`config.mk`:
```
export PLATFORM = sky130hd
export DESIGN_NAME = stack_ptr_unit
export DESIGN_NICKNAME = d
export VERILOG_FILES = /design/src/rtl/sp_pkg.sv /design/src/rtl/sp_seq.sv /design/src/rtl/sp_reg.sv /design/src/rtl/sp_limit.sv /design/src/rtl/stack_ptr_unit.sv
export SDC_FILE = /design/constraint.sdc
export NUM_CORES = 1
export LEC_CHECK = 0
export BUFFER_PORTS_ARGS = -buffer_cell sky130_fd_sc_hd__buf_4
export CAP_MARGIN = 20
export CORE_MARGIN = 2
export CORE_UTILIZATION = 40
export CTS_BUF_LIST = sky130_fd_sc_hd__clkbuf_2
export CTS_CLUSTER_DIAMETER = 100
export DETAILED_ROUTE_END_ITERATION = 8
export PLACE_DENSITY = 0.68
export RECOVER_POWER = 25
export SETUP_SLACK_MARGIN = 0.3
export SYNTH_ARGS = -nofsm -noshare
export SYNTH_HDL_FRONTEND = slang
export SYNTH_SLANG_ARGS = --single-unit
```
`constraint.sdc`:
```
create_clock -name clk -period 3.25 [get_ports clk]
set_clock_uncertainty 0.05 [all_clocks]
set_input_delay 0.325 -clock clk [delete_from_list [all_inputs] [get_ports clk]]
set_output_delay 0.325 -clock clk [all_outputs]
set_load 0.005 [all_outputs]
```
`src/rtl/sp_pkg.sv`:
```
package sp_pkg;
  typedef enum logic [1:0] {
    ST_IDLE  = 2'd0,
    ST_CALL2 = 2'd1,
    ST_RET2  = 2'd2
  } sp_seq_t;
endpackage

```
`src/rtl/sp_seq.sv`:
```
module sp_seq
  import sp_pkg::*;
(
  input  logic clk,
  input  logic rst_n,
  input  logic push_i,
  input  logic pop_i,
  input  logic call_i,
  input  logic ret_i,
  input  logic io_any_i,
  output logic step_dn_o,
  output logic step_up_o,
  output logic acc_hi_o,
  output logic busy_o,
  output logic err_o
);
  sp_seq_t st_q, st_d;
  logic [2:0] n_strb;
  logic       one_strb;

  assign n_strb   = {2'b00, push_i} + {2'b00, pop_i} + {2'b00, call_i} + {2'b00, ret_i};
  assign one_strb = (n_strb == 3'd1);
  assign busy_o   = (st_q != ST_IDLE);
  assign err_o    = (n_strb > 3'd1) || (busy_o && (n_strb != 3'd0));

  always_comb begin
    st_d      = st_q;
    step_dn_o = 1'b0;
    step_up_o = 1'b0;
    acc_hi_o  = 1'b0;
    if (io_any_i) begin
      st_d = ST_IDLE;
    end else begin
      unique case (st_q)
        ST_IDLE: begin
          if (one_strb) begin
            if (push_i) begin
              step_dn_o = 1'b1;
            end else if (pop_i) begin
              step_up_o = 1'b1;
            end else if (call_i) begin
              step_dn_o = 1'b1;
              st_d      = ST_CALL2;
            end else begin
              step_up_o = 1'b1;
              acc_hi_o  = 1'b1;
              st_d      = ST_RET2;
            end
          end
        end
        ST_CALL2: begin
          step_dn_o = 1'b1;
          acc_hi_o  = 1'b1;
          st_d      = ST_IDLE;
        end
        ST_RET2: begin
          step_up_o = 1'b1;
          st_d      = ST_IDLE;
        end
        default: st_d = ST_IDLE;
      endcase
    end
  end

  always_ff @(posedge clk or negedge rst_n) begin
    if (!rst_n) st_q <= ST_IDLE;
    else        st_q <= st_d;
  end
endmodule

```
`src/rtl/sp_reg.sv`:
```
module sp_reg #(
  parameter int AW = 16,
  parameter int LW = 8,
  localparam int NL = AW / LW
) (
  input  logic          clk,
  input  logic          rst_n,
  input  logic [NL-1:0] io_we_i,
  input  logic [LW-1:0] io_wdata_i,
  input  logic          step_dn_i,
  input  logic          step_up_i,
  output logic [AW-1:0] sp_o,
  output logic [AW-1:0] sp_step_o
);
  logic [AW-1:0] sp_q, sp_d;
  logic          en;

  always_comb begin
    if (step_up_i)      sp_step_o = sp_q + {{(AW-1){1'b0}}, 1'b1};
    else if (step_dn_i) sp_step_o = sp_q - {{(AW-1){1'b0}}, 1'b1};
    else                sp_step_o = sp_q;
  end

  for (genvar g = 0; g < NL; g++) begin : g_lane
    always_comb begin
      if (io_we_i[g]) sp_d[g*LW +: LW] = io_wdata_i;
      else            sp_d[g*LW +: LW] = sp_step_o[g*LW +: LW];
    end
  end

  assign en = (|io_we_i) || step_dn_i || step_up_i;

  always_ff @(posedge clk or negedge rst_n) begin
    if (!rst_n)  sp_q <= '0;
    else if (en) sp_q <= sp_d;
  end

  assign sp_o = sp_q;
endmodule

```
`src/rtl/sp_limit.sv`:
```
module sp_limit #(
  parameter int          AW    = 16,
  parameter logic [AW-1:0] LIMIT = 16'h0100
) (
  input  logic          clk,
  input  logic          rst_n,
  input  logic          step_i,
  input  logic [AW-1:0] sp_next_i,
  output logic          flag_o
);
  logic flag_q, hit;

  assign hit = step_i && (sp_next_i <= LIMIT);

  always_ff @(posedge clk or negedge rst_n) begin
    if (!rst_n)   flag_q <= 1'b0;
    else if (hit) flag_q <= 1'b1;
  end

  assign flag_o = flag_q;
endmodule

```
`src/rtl/stack_ptr_unit.sv`:
```
module stack_ptr_unit #(
  parameter int            AW    = 16,
  parameter int            LW    = 8,
  parameter logic [AW-1:0] LIMIT = 16'h0100,
  localparam int           NL    = AW / LW
) (
  input  logic          clk,
  input  logic          rst_n,
  input  logic          push_i,
  input  logic          pop_i,
  input  logic          call_i,
  input  logic          ret_i,
  input  logic [NL-1:0] io_we_i,
  input  logic [LW-1:0] io_wdata_i,
  output logic [AW-1:0] sp_rd_o,
  output logic [AW-1:0] mem_addr_o,
  output logic          mem_valid_o,
  output logic          mem_we_o,
  output logic          mem_hi_o,
  output logic          busy_o,
  output logic          op_err_o,
  output logic          limit_flag_o
);
  logic          step_dn, step_up, acc_hi;
  logic [AW-1:0] sp_q, sp_step;

  sp_seq u_seq (
    .clk       (clk),
    .rst_n     (rst_n),
    .push_i    (push_i),
    .pop_i     (pop_i),
    .call_i    (call_i),
    .ret_i     (ret_i),
    .io_any_i  (|io_we_i),
    .step_dn_o (step_dn),
    .step_up_o (step_up),
    .acc_hi_o  (acc_hi),
    .busy_o    (busy_o),
    .err_o     (op_err_o)
  );

  sp_reg #(.AW(AW), .LW(LW)) u_reg (
    .clk        (clk),
    .rst_n      (rst_n),
    .io_we_i    (io_we_i),
    .io_wdata_i (io_wdata_i),
    .step_dn_i  (step_dn),
    .step_up_i  (step_up),
    .sp_o       (sp_q),
    .sp_step_o  (sp_step)
  );

  sp_limit #(.AW(AW), .LIMIT(LIMIT)) u_lim (
    .clk       (clk),
    .rst_n     (rst_n),
    .step_i    (step_dn | step_up),
    .sp_next_i (sp_step),
    .flag_o    (limit_flag_o)
  );

  // push writes at the current pointer, pop reads at the raised pointer
  assign mem_addr_o  = step_up ? sp_step : sp_q;
  assign mem_valid_o = step_dn | step_up;
  assign mem_we_o    = step_dn;
  assign mem_hi_o    = acc_hi;
  assign sp_rd_o     = sp_q;
endmodule

```
# Yosys cells after proc, flatten, opt, wreduce, memory -nomap -nowiden

Cells that the tools add are included.

Flip-flop bits (word level): 19

Add/sub/neg operators: 5
Magnitude comparators: 2
Equality and inequality tests: 6
Muxes and demuxes: 28
Bitwise gates (word level): 1
Reduce and logical (&&, ||, !) cells: 10

Operators by type and width:

| operator                                                         | number |
|---|---|
| two-way mux 16 bit                                               | 3 |
| adder 16 x 1 -> 16 bit (second input constant)                   | 1 |
| less-or-equal comparator 16 x 9 -> 1 bit (second input constant) | 1 |
| two-way mux 8 bit                                                | 2 |
| subtractor 16 x 1 -> 16 bit (second input constant)              | 1 |
| two-way mux 1 bit                                                | 14 |
| two-way mux 2 bit                                                | 6 |
| adder 3 x 1 -> 3 bit                                             | 2 |
| != test 3 x 2 -> 1 bit (second input constant)                   | 2 |
| case mux 1 bit (2 select lines)                                  | 3 |
| equality test 3 x 1 -> 1 bit (second input constant)             | 1 |
| > comparator 3 x 1 -> 1 bit (second input constant)              | 1 |
| logical OR 1 bit                                                 | 3 |
| != test 3 x 1 -> 1 bit (second input constant)                   | 1 |
| AND reduction 3 bit                                              | 1 |
| nonzero test 3 bit                                               | 1 |
| adder 1 x 1 -> 2 bit                                             | 1 |
| equality test 2 x 1 -> 1 bit (second input constant)             | 1 |
| equality test 2 bit (second input constant)                      | 1 |
| logical AND 1 bit                                                | 2 |
| zero test 2 bit                                                  | 1 |
| nonzero test 2 bit                                               | 1 |
| OR reduction 2 bit                                               | 1 |
| OR 1 bit                                                         | 1 |

# Logic depth before layout (Yosys ltp)

Gate-level depths: netlist (run 1).

Depth after elaboration: 11
Mapped depth: 13
Depth with buffers taken out: 13

# By module

A second synthesis (run 1) with hierarchy kept.

Cells, all modules: 175
Area total of the unflattened synthesis: 1759.2 sq um

By module, submodules not included:

| module         | instances | cells each | area an instance (sq um) |
|---|---|---|---|
| sp_reg         | 1         | 115        | 1156.1 |
| sp_seq         | 1         | 33         | 276.5 |
| stack_ptr_unit | 1         | 20         | 257.7 |
| sp_limit       | 1         | 7          | 68.8 |

# Worst setup path after synthesis (run 1)

OpenSTA, ideal clock, no wires.

Path type: input -> output
Start point: input port push_i
End point: output port mem_addr_o[13]
Arrival: 3.034 ns
Data required time: 2.875 ns
Setup slack: -0.159 ns
Stages on the path: 12
Cells stage by stage: ha_1 -> inv_1 -> fa_1 -> ha_1 -> or3_4 -> a221o_2 -> clkinv_2 -> nand4_1 -> o21ai_0 -> nand2_1 -> xor2_1 -> o21ai_0

Cells in the longest elaborated chain, start to end: 10
Elaborated cells on any way between the ends: 15
Classes of those cells: 3 x add/sub; 1 x eq/ne; 11 x mux

Ends and longest elaborated chain:

| item                               | line                 | source |
|---|---|---|
| from (decl)                        | stack_ptr_unit.sv:9  | `input logic push_i,` |
| adder 1 x 1 -> 2 bit               | sp_seq.sv:21         | `assign n_strb = {2'b00, push_i} + {2'b00, pop_i} + {2'b00, call_i} + {2'b00, ret_i};` |
| adder 3 x 1 -> 3 bit (2 in series) | sp_seq.sv:21         |  |
| equality test 3 x 1 -> 1 bit       | sp_seq.sv:22         | `assign one_strb = (n_strb == 3'd1);` |
| two-way mux 1 bit *                | sp_seq.sv:36         | `if (one_strb) begin` |
| case mux 1 bit (2 select lines) *  | sp_seq.sv:34         | `unique case (st_q)` |
| two-way mux 1 bit *                | sp_seq.sv:31         | `if (io_any_i) begin` |
| via mem_we_o                       | stack_ptr_unit.sv:18 | `output logic mem_we_o,` |
| two-way mux 16 bit *               | sp_reg.sv:20         | `else if (step_dn_i) sp_step_o = sp_q - {{(AW-1){1'b0}}, 1'b1};` |
| two-way mux 16 bit *               | sp_reg.sv:19         | `if (step_up_i) sp_step_o = sp_q + {{(AW-1){1'b0}}, 1'b1};` |
| two-way mux 16 bit *               | stack_ptr_unit.sv:62 | `assign mem_addr_o = step_up ? sp_step : sp_q;` |
| to (decl)                          | stack_ptr_unit.sv:16 | `output logic [AW-1:0] mem_addr_o,` |

Mark *: on every way through the listed nets, which the timed path passes. The rest lies on a longest branch.

# Worst setup path after layout (run 1)

Start point: input port pop_i
End point: register u_lim.flag_q, in the netlist u_lim.flag_o

Cells in the longest elaborated chain, start to end: 11
Elaborated cells on any way between the ends: 19
Classes of those cells: 3 x add/sub; 1 x order compare; 1 x eq/ne; 12 x mux; 1 x bitwise; 1 x reduce/logical

Ends and longest elaborated chain:

| item                                     | line                 | source |
|---|---|---|
| from (decl)                              | stack_ptr_unit.sv:10 | `input logic pop_i,` |
| adder 1 x 1 -> 2 bit                     | sp_seq.sv:21         |  |
| adder 3 x 1 -> 3 bit (2 in series)       | sp_seq.sv:21         |  |
| equality test 3 x 1 -> 1 bit             | sp_seq.sv:22         |  |
| two-way mux 1 bit                        | sp_seq.sv:36         |  |
| case mux 1 bit (2 select lines)          | sp_seq.sv:34         |  |
| two-way mux 1 bit                        | sp_seq.sv:31         |  |
| two-way mux 16 bit                       | sp_reg.sv:20         |  |
| two-way mux 16 bit                       | sp_reg.sv:19         |  |
| less-or-equal comparator 16 x 9 -> 1 bit | sp_limit.sv:13       | `assign hit = step_i && (sp_next_i <= LIMIT);` |
| logical AND 1 bit *                      | sp_limit.sv:13       |  |
| to (signal assigned)                     | sp_limit.sv:16       | `if (!rst_n) flag_q <= 1'b0;` |
| to (signal assigned)                     | sp_limit.sv:17       | `else if (hit) flag_q <= 1'b1;` |
| to (decl)                                | sp_limit.sv:11       | `logic flag_q, hit;` |

Every way passes the cells marked *; elsewhere a longest branch is shown, timed or not.
A chain may end at the register's enable or synchronous reset.

==> parameters.txt, run 1 <==
Parameter                              Value

Run status
  Status    finished, violations left
  Violations in the final reports    negative setup slack

Setup path
  Worst EP arrival    3.72 ns
  R2R Setup Slk    -0.04 ns
  Path depth of the worst reg2reg path    10
  Max stage delay on crit path    0.44 ns
  Crit Reg-Reg Startpoint    u_reg.sp_o[6]
  Critical-path cell list    buf_6 > ha_4 > inv_2 > fa_2 > ha_4 > or3_4 > a221o_2 > clkinv_4 > nand4_1 > buf_4 > buf_4 > buf_6 > o31a_1 > xor2_2 > nor4bb_4 > a41o_1
  Cell count along the critical path    16
  CP Launch Type    input pin
  Destination of the worst register-to-register timing path    u_lim.flag_o
  Top fanout value on the critical path    4
  Worst path bufs/invs    6
  Dominant delay contributor by cell family on the critical path    compound AO/OA/AOI/OAI gates
  Required time at the endpoint of the critical path    3.49 ns
  End of the critical path    u_lim.flag_o
  Crit Path Class    input pin to register
  Critical path capture point type    register
  Worst Setup SP    pop_i
  Slowest stage cell on the critical path    sky130_fd_sc_hd__a221o_2

Routing
  Metal-1 WL    2600 um
  Detailed-route wire length per cell    18.3 um
  Routed via count divided by cell count    5.71
  Met2 Wirelength    3420 um
  Count of vias placed by the detailed router    2079
  Final Routed Wirelength    6650 um
  Met3 routed wirelength    422 um
  DRT Pass-1 Iters    4
  Top layer reached by signal wires    met4
  Post-route DRC    0
  Detailed router's first-iteration violation count    190
  Number of nets still failing antenna checks after routing    0

Power
  Sw Pwr    0.303 mW
  Clk pwr share    0.147
  Combinational power share    0.460
  Maximum vdd ir drop    177 uV
  Pleak    1.35 nW
  Switch share    0.382
  Internal power contribution    0.489 mW
  Total power draw    0.792 mW
  Power per standard cell area    270 nW/um2
  Sequential share of power    0.393

Floorplanning
  Width of the die    70.6 um
  Starting density of the core    0.410
  Die boundary height    70.6 um
  Standard-cell rows    24
  Number of top-level pins    54
  Die area    4980 um2
  Placeable Area    4320 um2

Global routing
  Number of global-route vias before repair    2042
  Antenna violations before repair    0
  All-layer global routing usage    0.237
  Sum of overflow across all layers after global routing    0
  Maximum number of pins on one net before global-route repair    20
  First-pass GRT wire length    9440 um

STA
  Final cycle utilization of the critical path    1.07
  Final number of hold-violating endpoints    0
  Maximum clock rate    287 MHz
  Smallest setup slack after layout    -0.234 ns
  RSZ-0062 raised after global routing    yes
  Relative max-transition margin    0.292
  Final slew viol count    0
  Final setup violation count    14
  Final Critical Period    3.48 ns
  Slew at the pin closest to its max-slew limit    1.06 ns

Clocking
  Total CTS buffers    3
  TritonCTS clock tree    done
  Worst-Skew Late Latency    0.34 ns
  Number of buffers on the longest clock path    2
  Master cell of the clock root buffer    sky130_fd_sc_hd__clkbuf_2
  Number of clock sinks    19
  Clock slew at the register clock pins of the worst setup and hold paths    0.20 ns
  Max H-tree Level    1

Synthesis
  Fraction of the mapped netlist area in compound gates    0.153
  Netlist area before placement    1770 um2
  Fraction of the mapped netlist area in adder cells    0.0466
  Area fraction in and, or, nand and nor cells after synthesis    0.248
  Number of library cell types mapped by synthesis    52
  Portion of netlist area occupied by mux cells    0.0621
  Async set-reset flop share out of synthesis    1.00
  Xor-xnor portion of the synthesized cell area    0.129
  Cells after synthesis    204
  Main combinational cell family by area after synthesis    simple AND/OR/NAND/NOR gates
  Synthesized flop and latch total    19
  Top_reg_cell synth    sky130_fd_sc_hd__dfrtp_1
  Post-Syn Nets    226
  Count of synthesis-stage warnings from yosys    0
  EDFF count, synth    0
  Part of the Yosys area used for sequential elements    0.268
  Syn Area/Cell    8.68 um2

Layout
  Antenna cell count    0
  Commonest cells after routing, fill and taps aside    sky130_fd_sc_hd__buf_4 (103), sky130_fd_sc_hd__dfrtp_1 (19), sky130_fd_sc_hd__nand2_1 (14), sky130_fd_sc_hd__buf_6 (13)
  Nets@finish    335
  Cell Count, Final, Fillers Out    364
  Area used by multi-input combinational logic    1380 um2
  Count of filler cells inserted in the layout    338
  Most common cell after layout, fill and taps aside    sky130_fd_sc_hd__buf_4
  Fraction of final layout cells with drive strength greater than 1    0.554
  Syn-to-layout area delta    65.5%
  Sequential cell area in the final layout    475 um2

Placement
  Buffers on Ports    53
  DPL Wire Length    4080 um
  Post-Place Worst Slack    -0.330 ns
  Final GP Congestion    0.945
  Post-Place Cells    329

Min path
  Type of the most critical hold path    input pin to register

Job
  Number of maximum-capacitance violations    0
==> power by group through the flow <==
stage | Sequential [mW] | Clock, mW | Combinational [mW]
2_1_floorplan | 0.287 | 0 | 0.168
3_3_place_gp | 0.307 | 0 | 0.296
4_1_cts | 0.304 | 0.112 | 0.334
6_report | 0.311 | 0.116 | 0.364
3_5_place_dp | 0.307 | 0 | 0.299
5_1_grt | 0.315 | 0.125 | 0.388
==> cells by family (layout without fill, tap and decap cells) <==
logic type	after synthesis	after routing
AND/OR/NAND/NOR	77	77
AO/OA/AOI/OAI	38	38
buffers and inverters	28	136
XOR/XNOR	26	26
flip-flops	19	19
multiplexers	10	10
adder cells (fa/ha/maj)	6	6
==> cells in the mapped netlist, types with 4 or more instances <==
| cell | instances | area, um2 |
|---|---|---|
| sky130_fd_sc_hd__buf_6 | 5 | 56.3 |
| sky130_fd_sc_hd__nor2_1 | 13 | 48.8 |
| sky130_fd_sc_hd__mux2_2 | 8 | 90.1 |
| sky130_fd_sc_hd__o21ai_0 | 12 | 60.1 |
| sky130_fd_sc_hd__ha_1 | 5 | 62.6 |
| sky130_fd_sc_hd__dfrtp_1 | 19 | 475 |
| sky130_fd_sc_hd__xnor2_1 | 16 | 140 |
| sky130_fd_sc_hd__inv_1 | 13 | 48.8 |
| sky130_fd_sc_hd__a21oi_1 | 6 | 30.0 |
| sky130_fd_sc_hd__nand4_1 | 11 | 68.8 |
| sky130_fd_sc_hd__nand2_1 | 19 | 71.3 |
| sky130_fd_sc_hd__xor2_1 | 10 | 87.6 |
| sky130_fd_sc_hd__o31ai_1 | 4 | 30.0 |
| sky130_fd_sc_hd__clkbuf_1 | 6 | 22.5 |
| sky130_fd_sc_hd__nor4_1 | 6 | 37.5 |
==> how the worst min path moves through the flow <==
| stage | from | endpoint | slack (ns) | cells after the start |
|---|---|---|---|---|
| detailed placement | rst_n | u_reg.sp_o[12] | 0.17 | 1 |
| CTS | io_wdata_i[0] | u_reg.sp_o[0] | 0.15 | 3 |
| finish | io_wdata_i[3] | u_reg.sp_o[11] | 0.15 | 3 |
| floorplan | rst_n | u_lim.flag_o | -0.02 | 0 |
| global route | io_wdata_i[3] | u_reg.sp_o[11] | 0.15 | 3 |
| global placement | rst_n | u_reg.sp_o[12] | 0.16 | 1 |
==> cell type report <==
cell class,count,share of cell area
Multi-Input combinational cell,157,0.470
Sequential cell,19,0.162
Clock buffer,3,0.00512
Tap cell,52,0.0222
Timing Repair Buffer,118,0.318
Clock inverter,1,0.00256
Inverter,14,0.0196
==> layer usage <==
metal  GRT usage  up-vias
met4       0.115        0
li1            -      948
met3      0.0399       24
met5           0        -
met2       0.419      113
met1       0.277      994
==> worst register-to-register path: stages (launching register included) <==
cell                       delay, ns
sky130_fd_sc_hd__dfrtp_1        0.54
sky130_fd_sc_hd__or4_2          0.81
sky130_fd_sc_hd__nor3_1         0.25
sky130_fd_sc_hd__nand4_1        0.21
sky130_fd_sc_hd__buf_4          0.20
sky130_fd_sc_hd__buf_4          0.12
sky130_fd_sc_hd__buf_6          0.11
sky130_fd_sc_hd__o31a_1         0.26
sky130_fd_sc_hd__xor2_2         0.15
sky130_fd_sc_hd__nor4bb_4       0.31
sky130_fd_sc_hd__a41o_1         0.22
==> registers in the layout, summed over array words and instances, names as in the netlist <==
name and count:
u_reg.sp_o 16, u_seq.st_q 2, u_lim.flag_o 1
==> through the flow <==
stage	util	setup TNS [ns]	area (um2)	hold slack, ns
4_1_cts	0.628	-0.641	2720	0.152
3_3_place_gp	0.560	-1.34	2420	0.164
3_5_place_dp	0.560	-1.51	2420	0.166
2_1_floorplan	-	0	1820	-0.0206
6_report	0.678	-1.49	2930	0.149
5_1_grt	0.678	-2.68	2930	0.149
==> what timing repair did <==
| action | in CTS | in global routing |
|---|---|---|
| pin swaps | 13 | 16 |
| hold endpoints to repair | 19 | 0 |
| gates resized for setup | 25 | 27 |
| hold buffers | 1 | 0 |
| endpoints found under the setup margin | 19 | 31 |
| gates cloned | 0 | 0 |
| setup buffers | 18 | 12 |
(Power assumes the default switching activity.)
==> run 2: changes to the inputs <==
Settings changed: CORE_UTILIZATION 40 to 30, PLACE_DENSITY 0.68 to 0.54, SETUP_SLACK_MARGIN 0.3 to 0.05.
Clock period 3.25 ns to 2.8 ns, I/O delays scaled along.
==> parameters.txt, run 2 (synthesized netlist as in run 1, its figures left out) <==
Parameter                              Value

Run status
  Status    finished, violations left
  Violations in the final reports    negative setup slack

Global routing
  First-pass GRT wire length    9200 um (-2.5%)
  Number of global-route vias before repair    1930 (-5.5%)
  All-layer global routing usage    0.180 (-0.0564)
  Sum of overflow across all layers after global routing    0 (unchanged)
  Maximum number of pins on one net before global-route repair    20 (unchanged)
  Antenna violations before repair    0 (unchanged)

Setup path
  End of the critical path    mem_addr_o[14]
  Path depth of the worst reg2reg path    8 (-2)
  Cell count along the critical path    14 (-2)
  Top fanout value on the critical path    5 (+1)
  Slowest stage cell on the critical path    sky130_fd_sc_hd__a221o_2
  Crit path top cell by count    sky130_fd_sc_hd__ha_4
  Max stage delay on crit path    0.44 ns (about the same)
  Crit Reg-Reg Startpoint    u_reg.sp_o[6]
  Destination of the worst register-to-register timing path    u_lim.flag_o
  Worst EP arrival    3.03 ns (-0.69 ns)
  Worst path bufs/invs    4 (-2)
  CP Launch Type    input pin
  R2R Setup Slk    0.03 ns (+0.07 ns)
  Critical-path cell list    buf_8 > ha_4 > inv_2 > fa_2 > ha_4 > or3_4 > a221o_2 > buf_6 > nor4_4 > o22ai_1 > xnor2_1 > nand2_1 > o21ai_1 > buf_4
  Required time at the endpoint of the critical path    2.47 ns (-1.02 ns)
  Crit Path Class    input pin to primary output
  Critical path capture point type    primary output
  Worst Setup SP    pop_i
  Dominant delay contributor by cell family on the critical path    adder cells

Power
  Sequential share of power    0.380 (-0.013)
  Clk pwr share    0.134 (-0.013)
  Switch share    0.372 (-0.0104)
  Total power draw    0.927 mW (+17%)
  Power per standard cell area    301 nW/um2 (+12%)
  Maximum vdd ir drop    129 uV (-27%)
  Pleak    1.43 nW (+5.4%)
  Internal power contribution    0.582 mW (+19%)
  Sw Pwr    0.345 mW (+14%)
  Combinational power share    0.485 (+0.025)

Floorplanning
  Die area    6540 um2 (+31%)
  Placeable Area    5610 um2 (+30%)
  Standard-cell rows    27 (+13%)
  Number of top-level pins    54 (unchanged)
  Die boundary height    80.9 um (+15%)
  Starting density of the core    0.316 (-0.0938)
  Width of the die    80.9 um (+15%)

Clocking
  Worst-Skew Late Latency    0.32 ns (-0.02 ns)
  Master cell of the clock root buffer    sky130_fd_sc_hd__clkbuf_2
  Clock slew at the register clock pins of the worst setup and hold paths    0.21 ns (about the same)
  Number of buffers on the longest clock path    2 (unchanged)
  Number of clock sinks    19 (unchanged)
  Max H-tree Level    1 (unchanged)
  TritonCTS clock tree    done
  Total CTS buffers    3 (unchanged)

Layout
  Most common cell after layout, fill and taps aside    sky130_fd_sc_hd__buf_4
  Number of flip-flops under the largest register name    16 (unchanged)
  Area used by multi-input combinational logic    1470 um2 (+6.7%)
  Antenna cell count    0 (unchanged)
  Sequential cell area in the final layout    475 um2 (unchanged)
  Commonest cells after routing, fill and taps aside    sky130_fd_sc_hd__buf_4 (93), sky130_fd_sc_hd__buf_6 (21), sky130_fd_sc_hd__dfrtp_1 (19), sky130_fd_sc_hd__inv_1 (12), sky130_fd_sc_hd__nand2_1 (12)
  Syn-to-layout area delta    73.7%
  Count of filler cells inserted in the layout    523 (+55%)
  Fraction of final layout cells with drive strength greater than 1    0.595 (+0.0404)
  Nets@finish    334 (-0.30%)

STA
  Smallest setup slack after layout    -0.564 ns (-0.331 ns)
  Final Critical Period    3.36 ns
  Final cycle utilization of the critical path    1.20
  Final setup violation count    27 (+13)
  Maximum clock rate    297 MHz
  Relative max-transition margin    0.273 (-0.0190)
  Final slew viol count    0 (unchanged)
  Slew at the pin closest to its max-slew limit    1.09 ns (+0.0285 ns)
  Final number of hold-violating endpoints    0 (unchanged)
  RSZ-0062 raised after global routing    yes
  Tightest hold margin    0.128 ns (-0.0213 ns)

Placement
  DPL Wire Length    4400 um (+7.8%)
  Buffers on Ports    53 (unchanged)
  Final GP Congestion    0.863 (-8.7%)

Routing
  Detailed-route wire length per cell    16.3 um (-11%)
  Detailed router's first-iteration violation count    111 (-42%)
  Count of vias placed by the detailed router    2013 (-3.2%)
  DRT Pass-1 Iters    4 (unchanged)
  Number of nets still failing antenna checks after routing    0 (unchanged)
  Routed via count divided by cell count    5.26 (-8.0%)
  Post-route DRC    0 (unchanged)
  Final Routed Wirelength    6240 um (-6.2%)

Min path
  Hold Path Stages    3 (unchanged)
  Type of the most critical hold path    input pin to register

Job
  Number of maximum-capacitance violations    0 (unchanged)
==> run 2: repair_timing <==
item / 4_1_cts / 5_1_grt
hold buffers: 1 / 0
hold endpoints to repair: 19 / 0
pin swaps: 18 / 24
endpoints found under the setup margin: 30 / 32
resized for setup: 22 / 63
buffers inserted: 22 / 17
gates cloned: 0 / 0
==> run 2: layer usage <==
layer,track usage,share of wire,vias to the layer above
met5,0,0,-
met4,0.0712,0.023,0
met3,0.0133,0.045,14
met2,0.312,0.51,68
met1,0.233,0.42,979
li1,-,-,952
==> run 2: through the flow <==
stage	worst slack [ns]	instances	setup TNS, ns	area [um2]	util
floorplan	-0.299	204	-1.65	1830	-
global placement	-0.803	355	-13.62	2500	0.445
detailed placement	-0.740	355	-13.95	2500	0.445
CTS	-0.541	377	-6.89	2760	0.492
global route	-0.681	383	-8.70	3080	0.549
finish	-0.564	383	-6.61	3080	0.549
==> run 2: how the worst min path moves through the flow <==
| stage | startpoint | endpoint | slack, ns |
|---|---|---|---|
| floorplan | rst_n | u_lim.flag_o | -0.07 |
| global placement | rst_n | u_reg.sp_o[0] | 0.12 |
| detailed placement | rst_n | u_reg.sp_o[2] | 0.13 |
| CTS | io_wdata_i[7] | u_reg.sp_o[15] | 0.11 |
| global route | io_wdata_i[7] | u_reg.sp_o[15] | 0.11 |
| finish | io_wdata_i[7] | u_reg.sp_o[15] | 0.13 |
==> run 2: cell type report <==
type,count,area share
Multi-Input combinational cell,157,0.478
Timing Repair Buffer,117,0.313
Sequential cell,19,0.154
Tap cell,72,0.0293
Inverter,14,0.0187
Clock buffer,3,0.00488
Clock inverter,1,0.00163
==> run 2: tightest hold or removal path: cells and delay by family <==
kind | cells | cell delay (ns)
and+or+nand+nor | 1 | 0.06
AOI/OAI and AO/OA | 1 | 0.05
buffers and inverters | 1 | 0.09
==> run 2: power by group through the flow <==
| stage | Sequential, mW | Combinational (mW) | Clock [mW] |
|---|---|---|---|
| global placement | 0.350 | 0.361 | 0 |
| detailed placement | 0.349 | 0.363 | 0 |
| CTS | 0.345 | 0.396 | 0.125 |
| global route | 0.357 | 0.486 | 0.138 |
| finish | 0.353 | 0.450 | 0.125 |
| floorplan | 0.333 | 0.196 | 0 |
==> run 3: changes to the inputs <==
Settings changed: RECOVER_POWER 25 to 50.
==> parameters.txt, run 3 (synthesized netlist as in run 1, its figures left out) <==
Parameter                              Value

Run status
  Status    finished, violations left
  Violations in the final reports    negative setup slack

Routing
  Number of nets still failing antenna checks after routing    0 (unchanged)
  Detailed-route wire length per cell    16.3 um (about the same)
  DRT Pass-1 Iters    4 (unchanged)
  Detailed router's first-iteration violation count    112 (+0.90%)
  Routed via count divided by cell count    5.26 (+0.15%)
  Count of vias placed by the detailed router    2016 (+0.15%)
  Final Routed Wirelength    6240 um (about the same)
  Post-route DRC    0 (unchanged)

Clocking
  Total CTS buffers    3 (unchanged)
  TritonCTS clock tree    done
  Worst-Skew Late Latency    0.32 ns (about the same)
  Number of buffers on the longest clock path    2 (unchanged)
  Max H-tree Level    1 (unchanged)
  Clock slew at the register clock pins of the worst setup and hold paths    0.21 ns (about the same)
  Number of clock sinks    19 (unchanged)
  Master cell of the clock root buffer    sky130_fd_sc_hd__clkbuf_2

Setup path
  Required time at the endpoint of the critical path    2.47 ns (about the same)
  Path depth of the worst reg2reg path    8 (unchanged)
  Top fanout value on the critical path    5 (unchanged)
  Slowest stage cell on the critical path    sky130_fd_sc_hd__a221o_2
  Crit Reg-Reg Startpoint    u_reg.sp_o[6]
  Dominant delay contributor by cell family on the critical path    adder cells
  CP Launch Type    input pin
  Crit Path Class    input pin to primary output
  R2R Setup Slk    0.03 ns (about the same)
  Worst Setup SP    pop_i
  Destination of the worst register-to-register timing path    u_lim.flag_o
  Max stage delay on crit path    0.44 ns (about the same)
  Worst path bufs/invs    4 (unchanged)
  Critical-path cell list    buf_8 > ha_4 > inv_2 > fa_2 > ha_4 > or3_4 > a221o_2 > buf_6 > nor4_4 > o22ai_1 > xnor2_1 > nand2_1 > o21ai_1 > buf_4
  Cell count along the critical path    14 (unchanged)
  End of the critical path    mem_addr_o[14]
  Critical path capture point type    primary output
  Crit path top cell by count    sky130_fd_sc_hd__ha_4
  Worst EP arrival    3.03 ns (about the same)

Placement
  Buffers on Ports    53 (unchanged)
  Final GP Congestion    0.863 (unchanged)
  DPL Wire Length    4400 um (unchanged)
  Post-Place Cells    355 (unchanged)

Power
  Total power draw    0.927 mW (about the same)
  Sequential share of power    0.380 (about the same)
  Switch share    0.372 (about the same)
  Pleak    1.42 nW (about the same)
  Power per standard cell area    301 nW/um2 (about the same)
  Maximum vdd ir drop    129 uV (about the same)
  Clk pwr share    0.134 (about the same)
  Internal power contribution    0.582 mW (about the same)
  Combinational power share    0.485 (about the same)
  Sw Pwr    0.345 mW (about the same)

Global routing
  Number of global-route vias before repair    1930 (unchanged)
  Sum of overflow across all layers after global routing    0 (unchanged)
  Antenna violations before repair    0 (unchanged)
  First-pass GRT wire length    9200 um (unchanged)
  Maximum number of pins on one net before global-route repair    20 (unchanged)
  All-layer global routing usage    0.180 (unchanged)

Layout
  Most common cell after layout, fill and taps aside    sky130_fd_sc_hd__buf_4
  Count of filler cells inserted in the layout    523 (unchanged)
  Area used by multi-input combinational logic    1470 um2 (unchanged)
  Sequential cell area in the final layout    475 um2 (unchanged)
  Number of flip-flops under the largest register name    16 (unchanged)
  Fraction of final layout cells with drive strength greater than 1    0.595 (unchanged)
  Final cell utilization of the core    0.549 (unchanged)
  Commonest cells after routing, fill and taps aside    sky130_fd_sc_hd__buf_4 (90), sky130_fd_sc_hd__buf_6 (21), sky130_fd_sc_hd__dfrtp_1 (19), sky130_fd_sc_hd__inv_1 (12), sky130_fd_sc_hd__nand2_1 (12)
  Antenna cell count    0 (unchanged)
  Cell Count, Final, Fillers Out    383 (unchanged)
  Syn-to-layout area delta    73.7% (unchanged)
  Nets@finish    334 (unchanged)

Floorplanning
  Starting density of the core    0.316 (unchanged)
  Die area    6540 um2 (unchanged)
  Number of top-level pins    54 (unchanged)
  Placeable Area    5610 um2 (unchanged)
  Die boundary height    80.9 um (unchanged)
  Width of the die    80.9 um (unchanged)
  Standard-cell rows    27 (unchanged)

STA
  Slew at the pin closest to its max-slew limit    1.09 ns (-0.000872 ns)
  Final Critical Period    3.36 ns (+0.0000630 ns)
  Final setup violation count    27 (unchanged)
  Final cycle utilization of the critical path    1.20 (about the same)
  Maximum clock rate    297 MHz (about the same)
  Final slew viol count    0 (unchanged)
  Relative max-transition margin    0.273 (+0.000581)
  Smallest setup slack after layout    -0.564 ns (-0.0000630 ns)
  RSZ-0062 raised after global routing    yes
  Sum of negative setup slack    -6.61 ns (+0.000130 ns)
  Final number of hold-violating endpoints    0 (unchanged)

Job
  Number of maximum-capacitance violations    0 (unchanged)

Min path
  Launch instance of the worst min-delay path    io_wdata_i[7]
  Type of the most critical hold path    input pin to register
  Hold Path Stages    3 (unchanged)
run 3: tightest hold or removal path, cell delays in order:
cell,delay [ns]
sky130_fd_sc_hd__buf_4,0.09
sky130_fd_sc_hd__nand2_1,0.06
sky130_fd_sc_hd__o21ai_2,0.05
run 3: repair_timing:
action / CTS / global route
hold buffers: 1 / 0
endpoints found under the setup margin: 30 / 32
setup buffers: 22 / 17
gates resized for setup: 22 / 63
endpoints found under the hold margin: 19 / 0
pin swaps: 18 / 24
run 3: cell type report:
cell class / instances / area share
tap: 72 / 0.0293
clock buffer: 3 / 0.00488
sequential: 19 / 0.154
multi-input combinational: 157 / 0.478
inverter: 14 / 0.0187
timing repair buffer: 117 / 0.313
clock inverter: 1 / 0.00163
run 3: how the worst min path moves through the flow:
stage	to	slack, ns
floorplan	u_lim.flag_o	-0.07
global placement	u_reg.sp_o[0]	0.12
detailed placement	u_reg.sp_o[2]	0.13
CTS	u_reg.sp_o[15]	0.11
global route	u_reg.sp_o[15]	0.11
finish	u_reg.sp_o[15]	0.13
run 3: power by group through the flow:
stage | clock network [mW] | registers [mW] | logic (mW)
3_3_place_gp | 0 | 0.350 | 0.361
4_1_cts | 0.125 | 0.345 | 0.396
2_1_floorplan | 0 | 0.333 | 0.196
6_report | 0.125 | 0.352 | 0.450
3_5_place_dp | 0 | 0.349 | 0.363
5_1_grt | 0.138 | 0.357 | 0.485
run 3: metrics by stage:
stage                     hold WS (ns)  area, um2  worst slack, ns
after detailed placement         0.126       2500           -0.740
final                            0.127       3080           -0.564
after global placement           0.124       2500           -0.803
after CTS                        0.115       2760           -0.541
after floorplan                -0.0656       1830           -0.299
after global routing             0.112       3080           -0.681
run 3: layer usage:
layer  up-vias  wire, um  global-route usage
li1        952         -                   -
met5         -         0                   0
met3        14       280              0.0133
met4         0       144              0.0712
met2        68      3200               0.312
met1       982      2610               0.233
